==> config.mk <==
export PLATFORM = sky130hd
export DESIGN_NAME = prog_shift_if
export DESIGN_NICKNAME = d
export VERILOG_FILES = /design/src/rtl/prog_shift_if.sv
export SDC_FILE = /design/constraint.sdc
export NUM_CORES = 1
export LEC_CHECK = 0
export BUFFER_PORTS_ARGS = -buffer_cell sky130_fd_sc_hd__buf_2
export CORE_UTILIZATION = 28
export CTS_CLUSTER_DIAMETER = 30
export DETAILED_ROUTE_END_ITERATION = 8
export MAX_ROUTING_LAYER = met4
export SETUP_SLACK_MARGIN = 0.2
export SYNTH_ARGS = -nofsm -noshare
export SYNTH_HDL_FRONTEND = slang
export SYNTH_SLANG_ARGS = --single-unit
==> constraint.sdc <==
create_clock -name clk -period 2.2 [get_ports clk]
set_input_delay 0.55 -clock clk [delete_from_list [all_inputs] [get_ports clk]]
set_output_delay 0.55 -clock clk [all_outputs]
set_load 0.005 [all_outputs]
==> src/rtl/prog_shift_if.sv <==
module prog_shift_if #(
  parameter logic [13:0] TX_RST  = 14'd9966,
  parameter logic [13:0] RX_RST  = 14'd7215,
  parameter logic [11:0] REF_RST = 12'd2048,
  parameter int          CNT_W   = 5
) (
  input  logic        clk,
  input  logic        rst_n,
  input  logic        ser_clk,
  input  logic        ser_dat,
  input  logic        ser_en,
  output logic [13:0] tx_div,
  output logic [13:0] rx_div,
  output logic [11:0] ref_div,
  output logic [1:0]  ref_region,
  output logic        tx_pll_off,
  output logic        comp_mute,
  output logic        comp_off,
  output logic        exp_mute,
  output logic        exp_off,
  output logic        lock_sel,
  output logic        batt_off,
  output logic        rx_off,
  output logic [1:0]  test_bits,
  output logic [5:0]  cap_sel,
  output logic [3:0]  batt_code,
  output logic [2:0]  batt_idx
);

  localparam logic [CNT_W-1:0] CNT_MAX = '1;
  localparam logic [CNT_W-1:0] LEN_S   = CNT_W'(12);
  localparam logic [CNT_W-1:0] LEN_L   = CNT_W'(16);

  logic             sclk_q, en_q;
  logic [15:0]      sr;
  logic [CNT_W-1:0] cnt;
  logic [9:0]       ctrl_q;

  wire sclk_rise = ser_clk & ~sclk_q;
  wire en_edge   = ser_en ^ en_q;
  wire lo_ok     = en_edge & ~en_q & (cnt >= LEN_L);
  wire hi_ok     = en_edge & en_q &
                   (((cnt == LEN_S) & sr[11]) | ((cnt == LEN_L) & sr[15]));

  always_ff @(posedge clk) begin
    if (!rst_n) begin
      sclk_q <= 1'b0;
      en_q   <= 1'b0;
      sr     <= '0;
      cnt    <= '0;
    end else begin
      sclk_q <= ser_clk;
      en_q   <= ser_en;
      if (en_edge) begin
        cnt <= '0;
      end else if (sclk_rise) begin
        sr <= {sr[14:0], ser_dat};
        if (cnt != CNT_MAX) cnt <= cnt + 1'b1;
      end
    end
  end

  always_ff @(posedge clk) begin
    if (!rst_n) begin
      tx_div     <= TX_RST;
      rx_div     <= RX_RST;
      ref_div    <= REF_RST;
      ref_region <= '0;
      ctrl_q     <= '0;
      cap_sel    <= '0;
      batt_code  <= '0;
    end else if (lo_ok) begin
      unique case (sr[15:14])
        2'b00: ctrl_q <= {sr[12:5], sr[1:0]};
        2'b01: rx_div <= sr[13:0];
        2'b10: begin
          ref_region <= sr[13:12];
          ref_div    <= sr[11:0];
        end
        default: tx_div <= sr[13:0];
      endcase
    end else if (hi_ok) begin
      batt_code <= sr[9:6];
      cap_sel   <= sr[5:0];
    end
  end

  assign {tx_pll_off, comp_mute, comp_off, exp_mute, exp_off,
          lock_sel, batt_off, rx_off, test_bits} = ctrl_q;

  always_comb begin
    case (batt_code)
      4'b1011: batt_idx = 3'd1;
      4'b1101: batt_idx = 3'd2;
      4'b0111: batt_idx = 3'd3;
      4'b1111: batt_idx = 3'd4;
      default: batt_idx = 3'd0;
    endcase
  end

endmodule

## Yosys cells after proc, flatten, opt, wreduce, memory -nomap -nowiden

Index checks and enable logic that the tools add are counted.

- Output and inout bits: 65
- Bits in registers: 85
- Word-level logic and storage cells: 48
- Bits of input ports: 5

- Order comparisons: 1
- Reductions and logical operators: 10
- Eq/ne operators: 9
- Bitwise operators: 15
- Muxes and demuxes: 1
- Add/subtract/negate cells: 1

Operators by type and width:

| kind | number |
|---|---|
| 2-bit AND reduction | 7 |
| 4-bit equality test, second input constant | 3 |
| 3-bit case mux with 4 select lines | 1 |
| 1-bit bitwise AND | 7 |
| 1-bit NOT | 6 |
| 5-bit by 1-bit adder with 5-bit output, second input constant | 1 |
| 5-bit by 4-bit equality test with 1-bit output, second input constant | 1 |
| 5-bit equality test, second input constant | 1 |
| 5-bit greater-or-equal comparator, second input constant | 1 |
| 5-bit inequality test, second input constant | 1 |
| 4-bit by 3-bit equality test with 1-bit output, second input constant | 1 |
| 3-bit OR reduction | 1 |
| 2-bit by 1-bit equality test with 1-bit output, second input constant | 1 |
| 2-bit equality test, second input constant | 1 |
| 2-bit logical NOT | 1 |
| 2-bit OR reduction | 1 |
| 1-bit OR | 1 |
| 1-bit bitwise XOR | 1 |

## Logic depth before layout (Yosys ltp)

Gate-level depths: netlist of the first run.

- Depth after elaboration: 5
- Mapped depth: 8

## Worst setup path before layout of the first run

Ideal clock, no wire load.

- Path kind: in2reg
- Start point: in ser_en
- End point: reg ref_div[11]
- Path slack: 0.522 ns
- Stages: 7
- Library setup time: 0.132 ns
- Arrival time: 1.546 ns
- Cells stage by stage: ha_1 > nand2_1 > or3_1 > buf_2 > buf_6 > nand2_2 > nand3_2

- Cells in the longest elaborated chain, start to end: 4

RTL lines:

| element | RTL line | RTL |
|---|---|---|
| start, declared | 11 | `input logic ser_en,` |
| 1-bit bitwise XOR | 40 | `wire en_edge = ser_en ^ en_q;` |
| 1-bit bitwise AND (2 in series) | 41 | `wire lo_ok = en_edge & ~en_q & (cnt >= LEN_L);` |
| 2-bit AND reduction (no line) | n/a |  |
| end signal, assigned | 78 | `ref_div <= sr[11:0];` |
| end, declared | 14 | `output logic [11:0] ref_div,` |

No other way between the ends.
A chain may end at the register's enable or synchronous reset.

## Worst setup path in the final report of the first run

- Start point: reg cnt[0]
- End point: reg cnt[3]

- Cells in the longest elaborated chain, start to end: 2

RTL lines:

| element | RTL line | RTL |
|---|---|---|
| start, declared | 36 | `logic [CNT_W-1:0] cnt;` |
| start signal, assigned | 58 | `if (cnt != CNT_MAX) cnt <= cnt + 1'b1;` |
| branches (longest 2 deep; another with 5-bit by 1-bit adder with 5-bit output) | n/a |  |

Parallel ways; which one is timed is not known.

==> out/summary.md, run 1 <==
- **hold_ws** 440.4 ps
- **y dimension of the die** 111.0 microns
- **mapped cell area** 3327 sq um
- **overall die width** 111.0 microns
- **antenna violations before repair** 0
- **Clock Sink Count** 85
- **Worst EP required** 2430 ps
- **maximum number of buffers from clock root to sink** 2
- **Fin Setup TNS** 0 ps
- **kind of critical path** reg -> reg
- **placed wire-length estimate after detailed placement** 5826 microns
- **violations in the final reports** DRC
- **fraction of the cycle the final worst path needs** 82.29%
- **Seq/Total Area, Yosys** 51.15%
- **Final setup violation count** 0
- **status** finished, violations left
- **Max transition margin** 60.92%
- **slowest stage cell, crit path** sky130_fd_sc_hd__nor3b_2
- **remaining design rule violation count** 14
- **Post-CTS Resized** 0
- **type of element launching the critical path** flop
- **number of DRC markers in iteration 0** 163
- **CP most frequent cell** sky130_fd_sc_hd__ha_1
- **highest clock frequency the design can meet** 552.4 MHz
- **synth unique cells** 32
- **number of hold-slack violations in the final timing report** 0
- **Static Leak** 1.757 nW
- **cells along the critical path** ha_1 > and3_1 > ha_1 > nor3b_2 > nand4_1 > xor2_1 > nor2_1
- **top cell family by delay on the critical path** simple AND/OR/NAND/NOR gates
- **worst IR drop on VDD** 0.0004556 V
- **critical path data arrival time** 2040 ps
- **all-layer global routing usage** 15.02%
- **transition time of the tightest slew-check pin** 586.3 ps
- **Hold/Removal Path Class** in -> reg
- **Pre-Repair DR Iteration Count** 6
- **number of global-route vias before repair** 2,675
- **aggregate routed wire length** 8493 microns
- **source-to-sink clock delay at the later pin of the worst-skew pair** 350 ps
- **worst clock skew** 6.774 ps
- **total area of multi-input combinational cells** 1494 sq um
- **Ports** 70
- **FF/Latch Area** 1702 sq um
- **Starting Density** 28.89%
- **Antenna Diode Count** 0
- **RSZ-0062 raised after global routing** no
- **count of final max-slew check failures** 0
- **combined buffer and inverter count along the critical path** 0
- **number of buffers added to fix hold violations after cts** 0
- **global-route congestion overflow total** 0
- **ANT nets after route** 0
- **port buffer count** 69
- **wire length of the first global-routing pass** 13,770 microns
- **FP Rows** 39
- **maximum fanout along the worst path** 6
- **Yosys warning count** 0
- **flop and latch count out of synthesis** 85
- **post-synth net total** 403
- **via/cell ratio** 4.552
- **pin count of the biggest net entering global routing** 51
- **CTS tree** built
- **Power per Cell Area** 780.6 nW/um^2
- **syn avg cell area** 8.465 sq um
- **number of buffers inserted to repair setup after CTS** 0
- **share of cells above drive strength 1** 21.55%
- **DIE AREA** 12,320 sq um
- **number of filler instances in the final layout** 1,228
- **area inside the core boundary** 11,520 sq um
- **crit-path max cell delay** 390 ps
- **nature of the critical path endpoint** flop
- **final worst path period need** 1810 ps
- **Final Core Density** 35.83%
- **Max H-tree Level** 3
- **Final Wtd Congestion** 0.7440
- **area growth from synthesis to layout** 24.03%
- **vias** 2,763
- **per-cell routed wire length** 13.99 microns
- **post-layout net count** 469
- **clock transition time at the flip-flop clock pins of the worst setup and hold paths** 60 ps
- **clock root buffer master** sky130_fd_sc_hd__clkbuf_16
- **total CTS buffers** 9
- **sum of internal, switching and leakage power** 3.221 mW
- **post-synthesis cell count** 393
- **Maximum Capacitance Violations** 0
==> cell usage in the layout, fill, tap and decap left out, drive strengths merged, types with 2 or more instances in the layout <==
| master | instances |
|---|---|
| nor2 | 10 |
| nand3b | 2 |
| dfxtp | 85 |
| ha | 5 |
| bufinv | 2 |
| xor2 | 4 |
| inv | 5 |
| mux2i | 11 |
| nand3 | 19 |
| nand4 | 2 |
| a21boi | 50 |
| buf | 78 |
| nand2 | 160 |
| clkinv | 3 |
| or3 | 2 |
| and2 | 2 |
| clkbuf | 11 |
| and3 | 3 |
| nor3 | 2 |
==> state kept, by name, summed over array words and instances, names as in the netlist, 4 cells and up <==
signal     count
batt_code      4
ref_div       12
rx_div        14
tx_div        14
cnt            5
sr            16
cap_sel        6
ctrl_q        10
==> synthesized netlist by cell type <==
library cell               count  area, sq um
sky130_fd_sc_hd__inv_1         4        15.01
sky130_fd_sc_hd__clkbuf_1     13        48.80
sky130_fd_sc_hd__and3_1        3        18.77
sky130_fd_sc_hd__and2_1        2        12.51
sky130_fd_sc_hd__buf_6         1        11.26
sky130_fd_sc_hd__xor2_1        4        35.03
sky130_fd_sc_hd__nand4b_1      1        8.760
sky130_fd_sc_hd__xnor2_1       1        8.760
sky130_fd_sc_hd__nand3b_1      2        15.01
sky130_fd_sc_hd__nor3_2        2        20.02
sky130_fd_sc_hd__nor2_4        1        11.26
sky130_fd_sc_hd__and4_1        1        8.760
sky130_fd_sc_hd__nand3_2       1        10.01
sky130_fd_sc_hd__nor3b_2       1        12.51
sky130_fd_sc_hd__and3b_1       1        8.760
sky130_fd_sc_hd__dfxtp_1      85         1702
sky130_fd_sc_hd__inv_2         1        3.750
sky130_fd_sc_hd__nor2_1        9        33.78
sky130_fd_sc_hd__nand3_1      18        90.09
sky130_fd_sc_hd__a21boi_0     36        270.3
sky130_fd_sc_hd__nand2_2       1        6.260
sky130_fd_sc_hd__a21boi_1     14        105.1
sky130_fd_sc_hd__or3_1         2        12.51
sky130_fd_sc_hd__mux2i_1      11        110.1
sky130_fd_sc_hd__nor4_2        1        12.51
sky130_fd_sc_hd__buf_4         3        22.52
sky130_fd_sc_hd__a21oi_1       1        5.000
sky130_fd_sc_hd__buf_2         6        30.03
sky130_fd_sc_hd__nand2_1     159        596.8
sky130_fd_sc_hd__nand2b_1      1        6.260
sky130_fd_sc_hd__ha_1          5        62.56
sky130_fd_sc_hd__nand4_1       2        12.51
==> cells by family after synthesis <==
logic type      share of synthesized area (%)
simple gates                            26.97
flops                                   51.15
compound gates                          11.43
buf+inv                                 3.949
mux                                     3.310
xor+xnor                                1.316
fa+ha+maj                               1.880
==> worst paths after layout <==
check | startpoint | to | slack [ps] | cells past startpoint
max | cnt[0] | cnt[3] | 390 | 7
min reg2reg | ref_div[6] | ref_div[6] | 450 | 2
max reg2reg | cnt[0] | cnt[3] | 390 | 7
min | ser_en | en_q | 440 | 2
==> metrics by stage <==
stage                     setup slack [ps]  cells  cell area [sq um]
after floorplan                      522.2    393               3327
after global placement               295.2    591               3819
after detailed placement             231.7    591               3819
after CTS                            345.8    607               4126
after global routing                 204.0    607               4126
final                                389.7    607               4126
==> report_power, final <==
part,internal [mW],switching (mW)
clock,0.989,0.601
sequential,1.54,0.00641
combinational,0.0322,0.0487
==> layout make-up <==
type | instances | area share (%)
Inverter | 5 | 0.4548
Sequential cell | 85 | 41.24
Tap cell | 143 | 4.336
Multi-Input combinational cell | 280 | 36.20
Timing Repair Buffer | 78 | 10.31
Clock buffer | 11 | 5.640
Clock inverter | 5 | 1.819
==> layer usage <==
| metal | track usage [%] | share of wire (%) |
|---|---|---|
| met5 | - | 0 |
| met4 | 5.205 | 1.6 |
| met3 | 4.593 | 5.4 |
| met2 | 23.90 | 46 |
| met1 | 17.97 | 47 |
(Power assumes the default switching activity.)
==> run 2: changes to the inputs <==
--- a/config.mk
+++ b/config.mk
@@ -5,6 +5,7 @@
 export SDC_FILE = /design/constraint.sdc
 export NUM_CORES = 1
 export LEC_CHECK = 0
+export ABC_AREA = 1
 export BUFFER_PORTS_ARGS = -buffer_cell sky130_fd_sc_hd__buf_2
 export CORE_UTILIZATION = 28
 export CTS_CLUSTER_DIAMETER = 30
==> constraint.sdc (replaced) <==
create_clock -name clk -period 1.5 [get_ports clk]
set_input_delay 0.375 -clock clk [delete_from_list [all_inputs] [get_ports clk]]
set_output_delay 0.375 -clock clk [all_outputs]
set_load 0.005 [all_outputs]
==> out/summary.md, run 2 <==
- **Clock Sink Count** 85, unchanged
- **most common cell after layout, fill and taps aside** sky130_fd_sc_hd__dfxtp_1
- **wire length of the first global-routing pass** 14,890 microns, +8.1%
- **number of DRC markers in iteration 0** 183, +12%
- **CTS tree** built
- **Seq/Total Area, Yosys** 53.33%, +2.2 points
- **highest clock frequency the design can meet** 650.6 MHz, +18%
- **Hold/Removal Path Class** in -> reg
- **overall die width** 108.7 microns, -2.0%
- **Maximum Capacitance Violations** 0, unchanged
- **crit-path max cell delay** 370 ps, -20 ps
- **largest area contributor in the netlist** sky130_fd_sc_hd__dfxtp_1
- **RSZ-0062 raised after global routing** yes
- **Final setup violation count** 2, +2
- **antenna violations before repair** 0, unchanged
- **number of global-route vias before repair** 2,958, +11%
- **source-to-sink clock delay at the later pin of the worst-skew pair** 340 ps, about the same
- **Finished Cell Area** 5095 sq um, +23%
- **Fin Setup TNS** -55.95 ps, -55.95 ps
- **vias** 3,056, +11%
- **total CTS buffers** 9, unchanged
- **hold_ws** 296.8 ps, -143.6 ps
- **count of final max-slew check failures** 0, unchanged
- **Yosys warning count** 0, unchanged
- **top-count cell post-synth** sky130_fd_sc_hd__dfxtp_1
- **status** finished, violations left
- **pin count of the biggest net entering global routing** 55, +7.8%
- **number of hold-slack violations in the final timing report** 0, unchanged
- **Worst EP required** 1720 ps, -710 ps
- **critical path data arrival time** 1750 ps, -290 ps
- **leading cell types in the layout, fill and taps excluded** 76 x sky130_fd_sc_hd__dfxtp_1, 67 x sky130_fd_sc_hd__buf_2, 44 x sky130_fd_sc_hd__inv_1, 44 x sky130_fd_sc_hd__nand2_1
- **via/cell ratio** 4.835, +6.2%
- **share of cells above drive strength 1** 48.78%, +27 points
- **combined buffer and inverter count along the critical path** 2, +2
- **Max H-tree Level** 3, unchanged
- **violations in the final reports** setup timing
- **all-layer global routing usage** 17.15%, +2.1 points
- **clock transition time at the flip-flop clock pins of the worst setup and hold paths** 60 ps, about the same
- **post-synth net total** 392, -2.7%
- **worst clock skew** 8.838 ps, +2.065 ps
- **number of enable-type register cells in the synthesized netlist** 0, unchanged
- **register name with the most flops** sr
- **top cell family by delay on the critical path** simple AND/OR/NAND/NOR gates
- **slowest stage cell, crit path** sky130_fd_sc_hd__dfxtp_2
- **per-cell routed wire length** 16.07 microns, +15%
- **Static Leak** 2.178 nW, +24%
- **Starting Density** 29.05%, +0.16 points
- **sum of internal, switching and leakage power** 5.540 mW, +72%
- **DP Area** 3755 sq um, -1.7%
- **kind of critical path** reg -> reg
- **Pre-Repair DR Iteration Count** 4, -2
- **global-route congestion overflow total** 0, unchanged
- **cells along the critical path** inv_1 > nor3_2 > ha_2 > nand3b_1 > buf_6 > nor2_1 > nor2_1 > nor3_2
- **area growth from synthesis to layout** 59.69%
- **area inside the core boundary** 10,980 sq um, -4.6%
- **Max transition margin** 68.94%, +8.0 points
- **syn avg cell area** 8.352 sq um, -1.3%
- **nature of the critical path endpoint** flop
- **biggest regs** sr (16), rx_div (14), tx_div (14)
- **ANT nets after route** 0, unchanged
- **Worst Slack Setup Final** -37.14 ps, -426.8 ps
- **remaining design rule violation count** 0, -14
- **maximum number of buffers from clock root to sink** 2, unchanged
- **post-synthesis cell count** 382, -2.8%
- **mapped cell area** 3191 sq um, -4.1%
- **y dimension of the die** 108.7 microns, -2.0%
- **post-synth top area share** 53.33%, +2.2 points
- **Antenna Diode Count** 0, unchanged
- **placed wire-length estimate after detailed placement** 5725 microns, -1.7%
- **number of filler instances in the final layout** 989, -19%
- **Power per Cell Area** 1087 nW/um^2, +39%
- **post-layout net count** 497, +6.0%
- **FP Rows** 38, -2.6%
- **most frequently used flop master after synthesis** sky130_fd_sc_hd__dfxtp_1
- **DIE AREA** 11,830 sq um, -4.0%
- **worst IR drop on VDD** 0.0006101 V, +34%
- **fraction of the cycle the final worst path needs** 102.5%, +20 points
- **aggregate routed wire length** 10,160 microns, +20%
- **type of element launching the critical path** flop
- **synth unique cells** 24, -25%
- **number of buffers added to fix hold violations after cts** 0, unchanged
- **Final Core Density** 46.39%, +11 points
- **max FFs per register** 16, unchanged
- **top post-synthesis cells by count** 85 x sky130_fd_sc_hd__dfxtp_1, 49 x sky130_fd_sc_hd__inv_1, 48 x sky130_fd_sc_hd__a21oi_1, 48 x sky130_fd_sc_hd__o21ai_0, 47 x sky130_fd_sc_hd__nand2_1
- **clock root buffer master** sky130_fd_sc_hd__clkbuf_16
- **maximum fanout along the worst path** 5, -1
- **top area cells in the synthesized netlist** sky130_fd_sc_hd__dfxtp_1 53%, sky130_fd_sc_hd__a21oi_1 7.5%, sky130_fd_sc_hd__o21ai_0 7.5%, sky130_fd_sc_hd__inv_1 5.8%, sky130_fd_sc_hd__nand2_1 5.5%
- **transition time of the tightest slew-check pin** 465.4 ps, -120.8 ps
- **Final Wtd Congestion** 0.7919, +6.4%
- **final worst path period need** 1537 ps, -273.2 ps
- **Async SR Flop Fraction** 0%, unchanged
- **port buffer count** 69, unchanged
- **Ports** 70, unchanged
- **flop and latch count out of synthesis** 85, unchanged
[run 2: layer usage]
layer | up-vias | GRT usage [%] | share of wire, %
met5 | - | - | 0
met4 | 0 | 4.440 | 1.1
met3 | 12 | 4.065 | 6.7
met2 | 88 | 27.67 | 49
met1 | 1465 | 21.50 | 43
li1 | 1491 | - | -
[run 2: cell type report]
class,count,area (sq um),area share (%)
Tap cell,140,175.2,3.438
Timing Repair Buffer,114,993.5,19.50
Timing Repair inverter,2,32.53,0.6385
Sequential cell,85,1713,33.62
Clock buffer,10,229.0,4.494
Multi-Input combinational cell,222,1600,31.41
Clock inverter,6,135.1,2.652
Inverter,53,216.5,4.249
[run 2: cells by family (layout without fill, tap and decap cells)]
family | after synthesis | in the layout | synth area share (%)
compound gates | 125 | 125 | 21.69
simple gates | 91 | 92 | 13.18
flops | 85 | 85 | 53.33
buf+inv | 76 | 185 | 9.843
fa+ha+maj | 5 | 5 | 1.961
[run 2: where the power goes]
group	internal [mW]	switching, mW
Combinational	0.179	0.303
Sequential	2.31	0.0497
Clock	1.80	0.900
[run 2: what timing repair did]
item | 4_1_cts | 5_1_grt
gates resized for setup | 102 | 92
cloned | 10 | 3
setup buffers | 15 | 8
pin swaps | 23 | 20
endpoints found under the setup margin | 65 | 89
[run 2: path summary, 6_finish.rpt]
check,startpoint,to,slack (ps),cells after the start
max reg2reg,cnt[2],cnt[2],-40,8
min,ser_clk,sclk_q,300,3
max,cnt[2],cnt[2],-40,8
min reg2reg,tx_div[5],tx_div[5],470,2
[run 2: tightest hold or removal path: cells and delay by family]
kind | cells | cell delay [ps]
buf+inv | 2 | 170
simple gates | 1 | 60
[run 2: stage by stage]
step	std cells	worst slack (ps)
floorplan	382	136.1
global placement	580	-44.45
detailed placement	580	-81.84
CTS	621	31.07
global route	632	-159.0
finish	632	-37.14
